### src/rtl/macreg_bank.sv
module macreg_bank #(
  parameter logic [9:0] A_PLO = 10'h200,
  parameter logic [9:0] A_W1  = 10'h240,
  parameter logic [9:0] A_TX  = 10'h280,
  parameter logic [9:0] A_FC  = 10'h2C0,
  parameter logic [9:0] A_RS  = 10'h300,
  parameter logic [9:0] A_MG  = 10'h340
) (
  input  logic        clk,
  input  logic        rst_n,
  input  logic [1:0]  host_op,
  input  logic [9:0]  host_addr,
  input  logic [31:0] host_wdata,
  input  logic        host_sel,
  output logic [31:0] host_rdata,
  input  logic        ifg_idle,
  input  logic        local_fault,
  input  logic        remote_fault,
  input  logic        tx_lock,
  input  logic        rx_lock,
  output logic [47:0] pause_mac,
  output logic [5:0]  rx_cfg,
  output logic [7:0]  tx_cfg,
  output logic [1:0]  fc_en,
  output logic        fault_inhibit,
  output logic [4:0]  mdc_div,
  output logic        mdio_en,
  output logic        rx_rst,
  output logic        tx_rst
);
  localparam logic [5:0] RX_DEF = 6'b001000;
  localparam logic [7:0] TX_DEF = 8'b00100000;

  logic        wr, rd;
  logic [47:0] s_pa, a_pa;
  logic [5:0]  s_rx, a_rx, s_mg, a_mg;
  logic [7:0]  s_tx, a_tx;
  logic [1:0]  s_fc, a_fc;
  logic        s_fi, a_fi, rx_rst_q, tx_rst_q;

  assign wr = !host_sel && !host_op[1];
  assign rd = !host_sel &&  host_op[1];

  always_ff @(posedge clk or negedge rst_n) begin
    if (!rst_n) begin
      s_pa <= '0; s_rx <= RX_DEF; s_tx <= TX_DEF; s_fc <= 2'b11;
      s_fi <= 1'b0; s_mg <= '0; rx_rst_q <= 1'b0; tx_rst_q <= 1'b0;
    end else if (wr) begin
      case (host_addr)
        A_PLO: s_pa[31:0] <= host_wdata;
        A_W1: begin
          s_pa[47:32] <= host_wdata[15:0];
          s_rx        <= host_wdata[30:25];
          rx_rst_q    <= host_wdata[31];
        end
        A_TX: begin
          s_tx     <= host_wdata[30:23];
          tx_rst_q <= host_wdata[31];
        end
        A_FC: s_fc <= host_wdata[30:29];
        A_RS: s_fi <= host_wdata[27];
        A_MG: s_mg <= host_wdata[5:0];
        default: ;
      endcase
    end
  end

  always_ff @(posedge clk or negedge rst_n) begin
    if (!rst_n) begin
      a_pa <= '0; a_rx <= RX_DEF; a_tx <= TX_DEF; a_fc <= 2'b11;
      a_fi <= 1'b0; a_mg <= '0;
    end else if (ifg_idle) begin
      a_pa <= s_pa; a_rx <= s_rx; a_tx <= s_tx; a_fc <= s_fc;
      a_fi <= s_fi; a_mg <= s_mg;
    end
  end

  always_ff @(posedge clk or negedge rst_n) begin
    if (!rst_n) host_rdata <= '0;
    else begin
      host_rdata <= '0;
      if (rd) begin
        case (host_addr)
          A_PLO: host_rdata <= s_pa[31:0];
          A_W1:  host_rdata <= {rx_rst_q, s_rx, 9'b0, s_pa[47:32]};
          A_TX:  host_rdata <= {tx_rst_q, s_tx, 23'b0};
          A_FC:  host_rdata <= {1'b0, s_fc, 29'b0};
          A_RS:  host_rdata <= {rx_lock, tx_lock, remote_fault, local_fault, s_fi, 27'b0};
          A_MG:  host_rdata <= {26'b0, s_mg};
          default: ;
        endcase
      end
    end
  end

  assign pause_mac     = a_pa;
  assign rx_cfg        = a_rx;
  assign tx_cfg        = a_tx;
  assign fc_en         = a_fc;
  assign fault_inhibit = a_fi;
  assign mdc_div       = a_mg[4:0];
  assign mdio_en       = a_mg[5];
  assign rx_rst        = rx_rst_q;
  assign tx_rst        = tx_rst_q;
endmodule


### config.mk
export PLATFORM = sky130hd
export DESIGN_NAME = macreg_bank
export DESIGN_NICKNAME = d
export VERILOG_FILES = /design/src/rtl/macreg_bank.sv
export SDC_FILE = /design/constraint.sdc
export NUM_CORES = 1
export LEC_CHECK = 0
export BUFFER_PORTS_ARGS = -buffer_cell sky130_fd_sc_hd__buf_2
export CAP_MARGIN = 20
export CORE_ASPECT_RATIO = 0.9
export CORE_MARGIN = 8
export CORE_UTILIZATION = 58
export DETAILED_ROUTE_END_ITERATION = 7
export GPL_TIMING_DRIVEN = 0
export PLACE_DENSITY = 0.85
export SYNTH_ARGS = -nofsm -noshare
export SYNTH_HDL_FRONTEND = slang
export SYNTH_SLANG_ARGS = --single-unit
### constraint.sdc
create_clock -name clk -period 3.2 [get_ports clk]
set_clock_uncertainty 0.15 [all_clocks]
set_input_delay 0.16 -clock clk [delete_from_list [all_inputs] [get_ports clk]]
set_output_delay 0.16 -clock clk [all_outputs]
set_load 0.01 [all_outputs]
==> reports/results.ini <==
[die]
io_pins = 157
die_h_um = 119
dieArea_mm2 = 0.0157
start_util = 0.599
rows = 37
die_w_um = 131
coreArea_mm2 = 0.0115

[drt]
drc = 0
vias_per_cell = 5.46
first_iter_violations = 263
drt_first_pass_iters = 4
routed_wl_um = 17000
ant_nets = 0
drt-wirelength-per-cell_um = 20.7
via_count = 4486

[logic_synthesis]
synthXorXnorAreaFrac = 0
async_reset_ff_frac = 1.00
syn_avg_cell_area_um2 = 15.5
yosysWarnings = 0
synth_compound_area_frac = 0.0203
synth_fa_ha_area_frac = 0
synth_top_family_by_area = multiplexers
synth_area_mm2 = 0.00690
ys_ff_latch = 176
synth-simple-area-share = 0.0526
synth_edf_count = 0
yosys.cell_types.count = 31
synthesis.nets = 497
ys.flop_type = dfrtp_1
synthMuxAreaShare = 0.274
synthCells = 445
synth.yosys.seq_area_share = 0.639

[finish]
drive_gt1_frac = 0.544
layout_common_cells = dfrtp_1 (168), buf_2 (160), mux2_2 (157), dlygate4sd3_1 (33), nor2_1 (24)
final_util = 0.763
final_cell_area_mm2 = 0.00879
layout.nets = 704
final_common_cell = dfrtp_1
syn2layout_area_growth_pct = 27.4

[clocking]
clkTransAtPathRegs_ns = 0.06
post_cts_buffers = 0
clk_latency_ns = 0.42
cts_tree = done
numClockSinks = 176
h-tree-depth = 4
cts_root_buffer = clkbuf_16
cts_made_buffers = 17
clockBufferDepth = 2

[timing]
maxSlewViolCount = 0
fin_crit_ns = 2.00
setup_viol = 0
rsz0062_at_grt = no
fmax_mhz = 500
min_period_over_period = 0.626
hold_viol = 0
relSlewSlack = 0.468
tightest_slew_ns = 0.797

[pwr]
irDropWorstVdd_mv = 0.493
p_int_mw = 3.50
p_sw_mw = 0.939
clkPwrFrac = 0.438
p_sw_frac = 0.212
p_per_area_mw_per_mm2 = 504
p_comb_frac = 0.054
p_seq_frac = 0.508
leakage_nw = 4.73

[placed_design]
io_buffers = 154
gp_congestion = 0.839
dp_hpwl_um = 11500
placed_area_mm2 = 0.00791

[worst_setup_path]
cp-startpoint = host_addr[8]
slowest_delay_ns = 0.59
required_ns = 3.38
crit_chain = buf_2 > buf_2 > buf_1 > nor2_1 > nand4_1 > nor2_1
cp.arrival_ns = 2.18
startpoint_type = input pin
r2r-start = s_tx[7]
worst-r2r-cell-count = 3
worstSetupPathType = in2reg
worstPathMaxFanout = 10
cp_slowest_cell = nand4_1
worst_setup_path_end_kind = flip-flop

[min_path]
hp-start = host_addr[6]
hold_depth = 4
hp-class = in2reg

[global_route]
grt_max_degree = 100
grt_pass1_wl_um = 27300
antenna_found_initial = 1
grt_use_total = 0.228
grt_pass1_vias = 4996
grt-ovfl-total = 0

[run]
drv_cap = 0

[outcome]
outcome = finished clean

[sequential cells by signal, indices dropped and copies added, names as in the netlist]
signal,flops
pause_mac,48
s_pa,48
host_rdata,32
s_tx,8
tx_cfg,8
a_mg,6
rx_cfg,6
s_mg,6
s_rx,6
fc_en,2
s_fc,2
fault_inhibit,1
rx_rst,1
s_fi,1
tx_rst,1
[power groups by stage]
stage / registers (mW) / clock network, mW / logic, mW
floorplan: 2.29 / 0 / 0.0779
global placement: 2.29 / 0 / 0.195
detailed placement: 2.29 / 0 / 0.207
CTS: 2.25 / 1.97 / 0.239
global route: 2.25 / 2.05 / 0.261
finish: 2.25 / 1.94 / 0.238
[cell families (layout without fill, tap and decap cells)]
family	Yosys count	count (layout)
DFF	176	176
and+or+nand+nor	59	59
muxes	169	169
buffers and inverters	21	241
AOI/OAI and AO/OA	20	20
other	0	1
[cells in the mapped netlist (all sizes together), types with 2 or more instances]
cell type	number	area [µm²]
and4	2	17.5
clkbuf	10	37.5
and2	7	43.8
nor3b	4	35.0
a21oi	5	25.0
dfstp	8	210
nand3b	2	15.0
nor4	3	48.8
nand4	5	37.5
dfrtp	168	4200
a32oi	2	17.5
buf	10	53.8
nor2	24	90.1
nand3	5	25.0
mux2i	10	100
a22oi	13	97.6
mux2	159	1790
[metrics by stage]
stage | instances | total power [mW] | worst slack, ns | TNS, ns | hold slack, ns
CTS | 821 | 4.46 | 1.22 | 0 | 0.00524
detailed placement | 756 | 2.50 | 0.785 | 0 | 0.0212
floorplan | 445 | 2.37 | 1.44 | 0 | -0.286
global route | 822 | 4.57 | 1.08 | 0 | 0.0505
finish | 822 | 4.43 | 1.20 | 0 | 0.0214
global placement | 755 | 2.49 | -0.671 | -111.26 | 0.242
[critical path: cells and delay by family]
kind / cells / cell delay (ns)
buffers and inverters: 3 / 0.65
AND/OR/NAND/NOR: 3 / 1.35
[repair_timing]
action	4_1_cts	5_1_grt
hold buffers	33	0
gates resized for setup	0	0
endpoints found under the setup margin	0	0
endpoints found under the hold margin	150	0
[layer usage]
layer  vias to the layer above  routed length (µm)  track usage
met1                      2310                6850        0.281
met5                         -                   0            0
met3                        15                1410       0.0775
met2                       145                8590        0.375
li1                       2016                   -            -
met4                         0                 189       0.0631
[layout make-up]
class,count,area [µm²]
multi-input combinational,248,2390
sequential,176,4410
clock inverter,5,52.6
tap,156,195
antenna,1,2.50
fill,714,2730
buffer,20,91.3
inverter,1,3.75
timing repair buffer,188,1140
clock buffer,27,503
[worst paths after layout]
kind | end | slack [ns]
setup / recovery | host_rdata[13] | 1.20
hold / removal | host_rdata[23] | 0.02
setup reg to reg | host_rdata[30] | 1.97
hold reg to reg | host_rdata[22] | 0.34
max in group asynchronous | pause_mac[41] | 1.89
min in group asynchronous | s_rx[4] | 0.16
(Power assumes the default switching activity.)
